==> config.mk <==
export PLATFORM = sky130hd
export DESIGN_NAME = sb_quad_interp
export DESIGN_NICKNAME = d
export VERILOG_FILES = /design/src/rtl/sb_quad_interp.sv
export SDC_FILE = /design/constraint.sdc
export NUM_CORES = 1
export LEC_CHECK = 0
export BUFFER_PORTS_ARGS = -buffer_cell sky130_fd_sc_hd__buf_4
export CORE_MARGIN = 2
export CORE_UTILIZATION = 50
export CTS_CLUSTER_SIZE = 28
export DETAILED_ROUTE_END_ITERATION = 10
export PLACE_DENSITY = 0.71
export SETUP_SLACK_MARGIN = 0.3
export SLEW_MARGIN = 0
export SYNTH_ARGS = -nofsm -noshare
export SYNTH_HDL_FRONTEND = slang
export SYNTH_SLANG_ARGS = --single-unit
==> constraint.sdc <==
create_clock -name clk -period 1.85 [get_ports clk]
set_clock_uncertainty 0.1 [all_clocks]
set_input_delay 0.37 -clock clk [delete_from_list [all_inputs] [get_ports clk]]
set_output_delay 0.37 -clock clk [all_outputs]
set_load 0.02 [all_outputs]
==> src/rtl/sb_quad_interp.sv <==
module sb_quad_interp #(
  parameter int AB = 5,
  parameter int OB = 7,
  parameter int IB = 3,
  parameter int FB = 14,
  parameter int CB = 5
) (
  input  logic            clk,
  input  logic            rst_n,
  input  logic            in_valid,
  input  logic [AB+OB-1:0] in_code,
  output logic            out_valid,
  output logic [FB:0]     out_value
);
  localparam int  IW   = AB + OB;
  localparam int  FA   = AB - IB;
  localparam int  S    = FB + 2;
  localparam int  TW   = S + 5;
  localparam int  EW   = S + 7;
  localparam int  TD   = (1 << AB) + 1;
  localparam int  CD   = 1 << CB;
  localparam int  PW   = TW + OB + 1;
  localparam int  OW   = FB + 1;
  localparam int  RB   = S - FB;
  localparam int  SHW  = $clog2(S + 1);
  localparam int  MAXV = 1 << FB;
  localparam real DELTA = 1.0 / (1 << FA);
  localparam real SCALE = 2.0 ** S;

  function automatic logic signed [TW-1:0] t_entry(int i);
    real w, f;
    w = i * DELTA;
    f = $ln(1.0 + $pow(2.0, -w)) / $ln(2.0);
    return TW'($rtoi($floor((w + 2.0 * f) * SCALE + 0.5)));
  endfunction

  function automatic logic signed [EW-1:0] c_entry(int j);
    real dl, v;
    dl = (j + 0.5) * DELTA / (1 << CB);
    v  = ($ln($ln(2.0)) + $ln(dl * (DELTA - dl))) / $ln(2.0) - 1.0;
    return EW'($rtoi($floor(v * SCALE + 0.5)));
  endfunction

  logic signed [TW-1:0] t_rom [TD];
  logic signed [EW-1:0] c_rom [CD];

  for (genvar i = 0; i < TD; i++) begin : g_trom
    localparam logic signed [TW-1:0] V = t_entry(i);
    assign t_rom[i] = V;
  end
  for (genvar j = 0; j < CD; j++) begin : g_crom
    localparam logic signed [EW-1:0] V = c_entry(j);
    assign c_rom[j] = V;
  end

  logic [OB-1:0] d;
  logic [AB:0]   a0, a1;
  assign d  = in_code[OB-1:0];
  assign a0 = {1'b0, in_code[IW-1:OB]};
  assign a1 = a0 + 1'b1;

  logic signed [TW-1:0] t0, t1, f0, f1;
  assign t0 = t_rom[a0];
  assign t1 = t_rom[a1];
  assign f0 = (t0 - TW'({a0, {(S-FA){1'b0}}})) >>> 1;
  assign f1 = (t1 - TW'({a1, {(S-FA){1'b0}}})) >>> 1;

  logic signed [PW-1:0] prod, lin;
  assign prod = (f1 - f0) * $signed({1'b0, d});
  assign lin  = prod >>> OB;

  logic signed [EW-1:0] e, ei;
  logic [S:0]     mant, corr;
  logic [SHW-1:0] sh;
  logic           kill;
  assign e    = c_rom[d[OB-1:OB-CB]] - EW'(t0);
  assign ei   = e >>> S;
  assign mant = {1'b1, e[S-1:0]};
  assign sh   = SHW'(-ei);
  assign kill = (d == '0) || (ei < -(FB + 1));
  assign corr = kill ? '0 : (mant >> sh);

  logic signed [PW-1:0] sum, rnd;
  logic [OW-1:0] res;
  assign sum = PW'(f0) + lin - $signed({{(PW-S-1){1'b0}}, corr});
  assign rnd = (sum + PW'(1 << (RB - 1))) >>> RB;
  assign res = (rnd < 0) ? '0 : (rnd > PW'(MAXV)) ? OW'(MAXV) : rnd[OW-1:0];

  always_ff @(posedge clk or negedge rst_n) begin
    if (!rst_n) begin
      out_valid <= 1'b0;
      out_value <= '0;
    end else begin
      out_valid <= in_valid;
      if (in_valid) out_value <= res;
    end
  end

  assert_valid_R2: assert property (@(posedge clk) disable iff (!rst_n)
    in_valid |=> out_valid);
  assert_idle_R2: assert property (@(posedge clk) disable iff (!rst_n)
    !in_valid |=> !out_valid);
  assert_hold_R8: assert property (@(posedge clk) disable iff (!rst_n)
    !in_valid |=> $stable(out_value));
  assert_range_R1: assert property (@(posedge clk) disable iff (!rst_n)
    out_valid |-> out_value <= OW'(MAXV));
  assert_reset_R3: assert property (@(posedge clk) disable iff (!rst_n)
    $rose(rst_n) |-> (!out_valid && out_value == '0));
endmodule

==> impl_metrics.toml, run 1 <==
[floorplanning]
dieArea_um2 = 27300
placementRows = 59
start_util = 0.505
core_um2 = 25800
io_pins = 31
die_w_um = 165
die_h_um = 165

[clock_network]
cts_max_path_buffers = 2
root_buffer = "clkbuf_16"
insertion_delay_ns = 0.25
clock-sinks = 16
numCtsBuffers = 3
cts_tree = "yes"
cts_max_level = 1
clk_pin_slew_worst_paths_ns = 0.05

[setup_path]
cp_max_fo = 8
cp-start-kind = "input pin"
max_stage_delay_ns = 0.56
cp.arrival_ns = 10.82
reg2reg_to = "out_value[7]"
worst-setup-path-type = "in2reg"
timing.critical_path.mode_cell = "fa_1"
cp_slowest_cell = "fa_1"
r2r_setup_slack_ns = 1.04
worst_setup_path_end_kind = "flip-flop"
rr_startpoint = "out_value[7]"
required_ns = 1.91
reg2reg_depth = 2

[global_routing]
antenna_found_initial = 0
overflow = 0
grt_pass1_vias = 14511
grt_first_pass_wirelength_um = 70300
grt_max_degree = 24
grt_use_total = 0.318

[cells_and_area]
final_area_um2 = 18500
layout.nets = 2515
n_antenna_cell = 0
layoutNonFillerInstCount = 2522
fin_util = 0.718
syn2layout_area_growth_pct = 42.3
layout-drive-gt1-share = 0.344

[placement]
port_buffers = 30
post_dp_cell_area_um2 = 17400
dpl.hpwl_um = 35200
dp.cells = 2481
globalplace.congestion = 0.932

[synth]
synth_compound_area_frac = 0.210
ys_ff_latch = 16
synth-xor-area-share = 0.0619
synthCells = 1693
avgSynthCellArea_um2 = 7.68
synth.net_count = 2019
yosys.area_share.simple = 0.201
synth_edf_count = 0
syn_area_um2 = 13000
synth_ff_type = "dfrtp_1"
synth_cell_types = 81
synthMuxAreaShare = 0.0319
ys_seq_area_frac = 0.0308
synth_fa_ha_area_frac = 0.375
yosys_warnings = 0
synth_top_family_by_area = "adder cells"
synthArstFlopShare = 1.00

[timing]
setup_viol = 15
fmax_mhz = 92.9
rsz0062_at_grt = "yes"
layout_min_cycle_time_ns = 10.76
relSlewSlack = 0.691
fin_ws_ns = -8.91
period_share = 5.82
finalHoldViolations = 0
drv_slew = 0
tightest_slew_ns = 0.451

[outcome]
status = "finished, violations left"
violations = "setup timing"

[drt]
wirelength_um = 44200
viasPerCell = 5.64
drt_pass1_iterations = 5
postRouteAntennaNets = 0
drt_iter0_markers = 891
vias = 14224
wl_per_cell_um = 17.5
drcViolationCount = 0

[run]
drv_cap = 0

[worst_hold_path]
hp-class = "in2async"
## through the flow
step           worst slack [ns]  TNS, ns  hold slack, ns
2_1_floorplan             -8.85  -128.84         -0.0256
3_3_place_gp              -9.00  -133.32           0.130
3_5_place_dp              -9.31  -137.75           0.135
4_1_cts                   -8.56  -127.25           0.427
5_1_grt                   -9.45  -139.99           0.447
6_report                  -8.91  -132.03           0.416
## final cells by class
cell class	count	area [um^2]
tap	335	419
fill	1892	7260
multi-input combinational	1377	12400
clock buffer	3	75.1
sequential	16	400
timing repair buffer	572	4390
inverter	219	841
## placed cells by master (no fill, tap or decap), types with 8 or more instances in the layout
cell type and instances:
nor2b_1 26, o22ai_1 14, inv_1 204, o21ai_2 8, dfrtp_1 16, fa_1 129
nand2b_1 19, nand2_1 132, mux2_2 9, xor2_1 35, mux2i_1 21, a21o_1 33
o21ai_0 66, a21oi_1 86, o22ai_2 9, a211oi_1 30, nor2_2 12, inv_2 10
ha_4 24, xnor2_1 44, nor3_1 26, buf_4 557, a21oi_2 14, o21a_1 16
o21ai_1 16, o21bai_1 9, a31oi_1 11, nor2_1 109, a211o_1 10, nand3_1 27
o211ai_1 17, and2_1 97, ha_1 152
## sequential cells by signal, indices dropped and copies added, names as in the netlist
signal     count
out_value     15
out_valid      1
## kinds of logic after synthesis
kind of cell / after synthesis
XOR/XNOR: 91
flip-flops: 16
adder cells (fa/ha/maj): 311
multiplexers: 36
buffers and inverters: 300
AO/OA/AOI/OAI: 412
AND/OR/NAND/NOR: 527
## synth_stat cells (38+ instances only)
| master | instances | area [um^2] |
|---|---|---|
| fa_1 | 132 | 2640 |
| xnor2_1 | 52 | 455 |
| inv_1 | 216 | 811 |
| o21ai_0 | 86 | 430 |
| xor2_1 | 38 | 333 |
| and2_1 | 102 | 638 |
| nand2_1 | 138 | 518 |
| nor2_1 | 122 | 458 |
| a21oi_1 | 101 | 505 |
| clkbuf_1 | 63 | 236 |
| ha_1 | 179 | 2240 |
## what timing repair did
item / 4_1_cts / 5_1_grt
resized for setup: 112 / 49
setup endpoints to repair: 15 / 15
pin swaps: 57 / 55
endpoints found under the hold margin: 16 / 0
hold buffers: 1 / 0
setup buffers: 24 / 13
## critical path: cells and delay by family
kind,cells,cell delay (ns)
xor+xnor,2,0.32
simple gates,9,1.74
compound gates,21,3.58
buf+inv,8,0.94
fa+ha+maj,10,3.86
## per-layer routing
layer / GRT usage / part of all wire / up-vias
li1: - / - / 6763
met1: 0.388 / 0.40 / 6748
met2: 0.559 / 0.48 / 561
met3: 0.0355 / 0.064 / 152
met4: 0.151 / 0.056 / 0
met5: 0 / 0 / -
## worst max-delay path by stage
stage	from	to	depth (start not counted)
finish	in_code[8]	out_value[4]	50
global route	in_code[8]	out_value[4]	52
CTS	in_code[8]	out_value[2]	54
detailed placement	in_code[8]	out_value[9]	54
global placement	in_code[8]	out_value[9]	48
floorplan	in_code[9]	out_value[7]	55
Power of run 1 is left out: the tool's default activity adds up to more than one toggle a clock period on the data nets, which glitch-free logic cannot reach.
==> inputs of run 2 (changes only) <==
--- a/config.mk
+++ b/config.mk
@@ -8,6 +8,7 @@
 export BUFFER_PORTS_ARGS = -buffer_cell sky130_fd_sc_hd__buf_4
 export CORE_MARGIN = 2
 export CORE_UTILIZATION = 50
+export CTS_BUF_LIST = sky130_fd_sc_hd__clkbuf_4 sky130_fd_sc_hd__clkbuf_8
 export CTS_CLUSTER_SIZE = 28
 export DETAILED_ROUTE_END_ITERATION = 10
 export PLACE_DENSITY = 0.71
==> run 2 against run 1 <==
Against the previous run: the run still ends with setup timing left; maximum frequency is essentially flat; worst hold slack got worse by 0.011 ns; first-iteration DRC count fell by 0.90%; final area increased by 0.60%; non-clock buffer count grew 3; utilization rose by 0.43 points; cell count rose by 0.12%.
==> impl_metrics.toml, run 2 (synthesis results as in run 1) <==
[outcome]
status = "finished, violations left"
violations = "setup timing"

[timing]
finalHoldViolations = 0
layout_min_cycle_time_ns = 10.77
tightest_slew_ns = 0.499
drv_slew = 0
fin_ws_ns = -8.92
fmax_mhz = 92.9
relSlewSlack = 0.659
rsz0062_at_grt = "yes"
setup_viol = 15
period_share = 5.82

[placement]
globalplace.congestion = 0.932
port_buffers = 30
dpl.hpwl_um = 35200

[clock_network]
cts_tree = "yes"
cts_max_level = 1
cts_max_path_buffers = 2
root_buffer = "clkbuf_8"
clock-sinks = 16
insertion_delay_ns = 0.25
clk_pin_slew_worst_paths_ns = 0.07
numCtsBuffers = 3

[setup_path]
cp_slowest_cell = "or4_4"
worst-setup-path-type = "in2reg"
required_ns = 1.93
worst_setup_path_end_kind = "flip-flop"
cp-start-kind = "input pin"
cp.arrival_ns = 10.85
max_stage_delay_ns = 0.61
cp_max_fo = 8

[floorplanning]
die_h_um = 165
start_util = 0.505
core_um2 = 25800
dieArea_um2 = 27300
io_pins = 31
placementRows = 59
die_w_um = 165

[drt]
wirelength_um = 45300
wl_per_cell_um = 18.0
vias = 14373
drcViolationCount = 0
drt_iter0_markers = 883
drt_pass1_iterations = 6
viasPerCell = 5.69
postRouteAntennaNets = 0

[cells_and_area]
largest_register = "out_value"
final_common_cell = "buf_4"
fillers = 1846
syn2layout_area_growth_pct = 43.1
layout-drive-gt1-share = 0.350
final_cell_mix = "557 x buf_4, 205 x inv_1, 149 x ha_1"
fin_util = 0.723
layout.nets = 2518
n_antenna_cell = 0
largest_reg_flops = 15
reg_top3 = "out_value (15), out_valid (1)"

[global_routing]
grt_pass1_vias = 14533
overflow = 0
antenna_found_initial = 0
grt_use_total = 0.317
grt_first_pass_wirelength_um = 70100
grt_max_degree = 24

[worst_hold_path]
hp-class = "in2async"

[run]
drv_cap = 0
-- run 2: cell count changes in the layout (fill, tap and decap cells not counted), sizes merged --
cell	previous run	this run
inv	216	217
buf	571	574
clkinvlp	1	0
-- run 2: layout make-up --
type                            count  area, um^2  share of cell area
Inverter                          219         837              0.0450
Multi-Input combinational cell   1377       12500               0.670
Tap cell                          335         419              0.0225
Timing Repair Buffer              575        4440               0.239
Sequential cell                    16         400              0.0215
Clock buffer                        3        41.3             0.00222
-- run 2: repair_timing --
action	4_1_cts	5_1_grt
hold buffers	1	0
hold endpoints to repair	16	0
endpoints found under the setup margin	15	15
resized for setup	113	69
buffers inserted	25	15
pin swaps	58	75
-- run 2: layer usage --
| layer | routed length (um) | GRT usage | up-vias |
|---|---|---|---|
| met5 | 0 | 0 | - |
| met4 | 3040 | 0.153 | 0 |
| met3 | 3010 | 0.0375 | 196 |
| met2 | 21700 | 0.554 | 624 |
| met1 | 17600 | 0.386 | 6796 |
| li1 | - | - | 6757 |
-- run 2: worst max-delay path: cells and delay by family --
family / cells / cell delay, ns
simple gates: 10 / 1.72
fa+ha+maj: 11 / 3.99
compound gates: 20 / 3.33
buf+inv: 9 / 1.10
xor+xnor: 2 / 0.34
-- run 2: final timing paths --
kind                                  to  depth (start not counted)  slack, ns           from
max                         out_value[2]                         52      -8.92     in_code[7]
max in group asynchronous  out_value[12]                          2       1.06          rst_n
min                         out_value[0]                          2       0.40          rst_n
min reg2reg                out_value[10]                          2       0.44  out_value[10]
max reg2reg                 out_value[7]                          2       1.03   out_value[7]
min in group clk           out_value[10]                          2       0.44  out_value[10]
-- run 2: through the flow --
step	hold slack, ns	setup WS, ns	cells	instance area (um^2)	TNS (ns)
after detailed placement	0.135	-9.31	2481	17400	-137.75
after global routing	0.431	-9.30	2525	18600	-138.33
final	0.405	-8.92	2525	18600	-132.62
after CTS	0.423	-8.54	2510	18200	-127.08
after global placement	0.130	-9.00	2481	17400	-133.32
after floorplan	-0.0256	-8.85	1693	13400	-128.84
Power of run 2 is left out for the same reason.
==> inputs of run 3 (changes only) <==
--- a/config.mk
+++ b/config.mk
@@ -6,12 +6,14 @@
 export NUM_CORES = 1
 export LEC_CHECK = 0
 export BUFFER_PORTS_ARGS = -buffer_cell sky130_fd_sc_hd__buf_4
+export CELL_PAD_IN_SITES_DETAIL_PLACEMENT = 1
+export CELL_PAD_IN_SITES_GLOBAL_PLACEMENT = 2
 export CORE_MARGIN = 2
-export CORE_UTILIZATION = 50
+export CORE_UTILIZATION = 25
 export CTS_BUF_LIST = sky130_fd_sc_hd__clkbuf_4 sky130_fd_sc_hd__clkbuf_8
 export CTS_CLUSTER_SIZE = 28
 export DETAILED_ROUTE_END_ITERATION = 10
-export PLACE_DENSITY = 0.71
+export PLACE_DENSITY = 0.62
 export SETUP_SLACK_MARGIN = 0.3
 export SLEW_MARGIN = 0
 export SYNTH_ARGS = -nofsm -noshare
==> run 3 against run 2 <==
Against the previous run: the flow still finishes with violations (setup timing); register-to-register slack better by 0.02 ns; final area grew 4.4%; first-iteration DRC count decreased by 53%; via count is 3.7% lower; sequential share of layout area down 0.090 points; die area increased by 97%; utilization shrank 34 points; flip-flop and latch count stayed put; critical path type unchanged.
==> impl_metrics.toml, run 3 (synthesis results as in run 1) <==
[placement]
dpl.hpwl_um = 45000
dp_slack_ns = -9.56
dp.cells = 2861
port_buffers = 30
globalplace.congestion = 0.878

[floorplanning]
dieArea_um2 = 53900
io_pins = 31
core_um2 = 51400
die_w_um = 232
placementRows = 83
start_util = 0.253
die_h_um = 232

[clock_network]
clock-sinks = 16
cts_tree = "yes"
root_buffer = "clkbuf_8"
clk_pin_slew_worst_paths_ns = 0.06
cts_max_path_buffers = 2
insertion_delay_ns = 0.25
numCtsBuffers = 3
cts_max_level = 1

[global_routing]
grt_max_degree = 26
overflow = 0
antenna_found_initial = 1
grt_first_pass_wirelength_um = 83200
grt_use_total = 0.193
grt_pass1_vias = 15409

[cells_and_area]
fillers = 6172
reg_top3 = "out_value (15), out_valid (1)"
largest_reg_flops = 15
largest_register = "out_value"
layout-drive-gt1-share = 0.369
multi_input_area_um2 = 12500
layout.nets = 2549
layoutNonFillerInstCount = 2901
final_common_cell = "buf_4"
final_cell_mix = "580 x buf_4, 204 x inv_1, 146 x ha_1"
area.sequential_um2 = 400
n_antenna_cell = 0
syn2layout_area_growth_pct = 49.4

[timing]
rsz0062_at_grt = "yes"
setup_viol = 15
relSlewSlack = 0.662
layout_min_cycle_time_ns = 10.62
tightest_slew_ns = 0.506
fin_ws_ns = -8.77
setup_tns_ns = -130.11
fmax_mhz = 94.1
period_share = 5.74
finalHoldViolations = 0
drv_slew = 0

[drt]
drt_pass1_iterations = 4
drt_iter0_markers = 417
viasPerCell = 4.77
vias = 13841
postRouteAntennaNets = 0
drcViolationCount = 0
wl_per_cell_um = 18.0
wirelength_um = 52300

[setup_path]
cp-start-kind = "input pin"
cp_slowest_cell = "or4_4"
required_ns = 1.92
max_stage_delay_ns = 0.59
path_delay_family = "adder cells"
crit_buf_inv = 11
worst-setup-path-type = "in2reg"
timing.critical_path.mode_cell = "ha_4"
cp_max_fo = 8
worst_setup_path_end_kind = "flip-flop"
cp.arrival_ns = 10.69

[outcome]
violations = "setup timing"
status = "finished, violations left"

[worst_hold_path]
hp-class = "in2async"

[run]
drv_cap = 0
-- run 3: changes by cell type in the layout (fill, tap and decap cells not counted), moves of 3 or more --
cell,change
a211oi_1,-3
a211oi_2,+3
a21oi_1,-6
a21oi_2,+5
buf_4,+23
buf_6,+4
fa_1,-4
fa_2,+4
ha_1,-3
ha_2,+4
xnor2_1,-3
xnor2_2,+4
xor2_1,-3
xor2_2,+3
-- run 3: area by class of cell --
cell class / instances / area share
repair buffers: 606 / 0.244
multi-input cells: 1377 / 0.646
clock buffers: 3 / 0.00213
well taps: 680 / 0.0438
flip-flops and latches: 16 / 0.0206
inverters: 219 / 0.0434
-- run 3: final timing paths --
kind | startpoint | endpoint | slack, ns | cells after the start
max in group asynchronous | rst_n | out_valid | 1.06 | 2
min in group clk | in_valid | out_value[14] | 0.42 | 3
setup / recovery | in_code[8] | out_value[9] | -8.77 | 49
hold reg to reg | out_value[12] | out_value[12] | 0.45 | 2
setup reg to reg | out_value[7] | out_value[7] | 1.05 | 2
hold / removal | rst_n | out_value[14] | 0.41 | 2
-- run 3: through the flow --
step                       util  instance area (um^2)  hold WS [ns]
final                     0.378                 19400         0.412
after global routing      0.378                 19400         0.432
after CTS                 0.368                 18900         0.401
after detailed placement  0.353                 18100         0.136
after global placement    0.353                 18100         0.133
after floorplan               -                 13400       -0.0256
-- run 3: what timing repair did --
item / 4_1_cts / 5_1_grt
pin swaps: 84 / 60
buffers inserted: 20 / 15
endpoints found under the hold margin: 16 / 0
setup endpoints to repair: 15 / 15
hold buffers: 1 / 0
gates resized for setup: 117 / 82
gates cloned: 0 / 1
-- run 3: metal layers --
layer  wire [um]  vias up  global-route usage
met5           0        -                   0
met4        1220        0              0.0431
met3         667       47             0.00393
met2       27300      142               0.369
met1       23100     6846               0.240
li1            -     6806                   -
Power of run 3 is left out for the same reason.
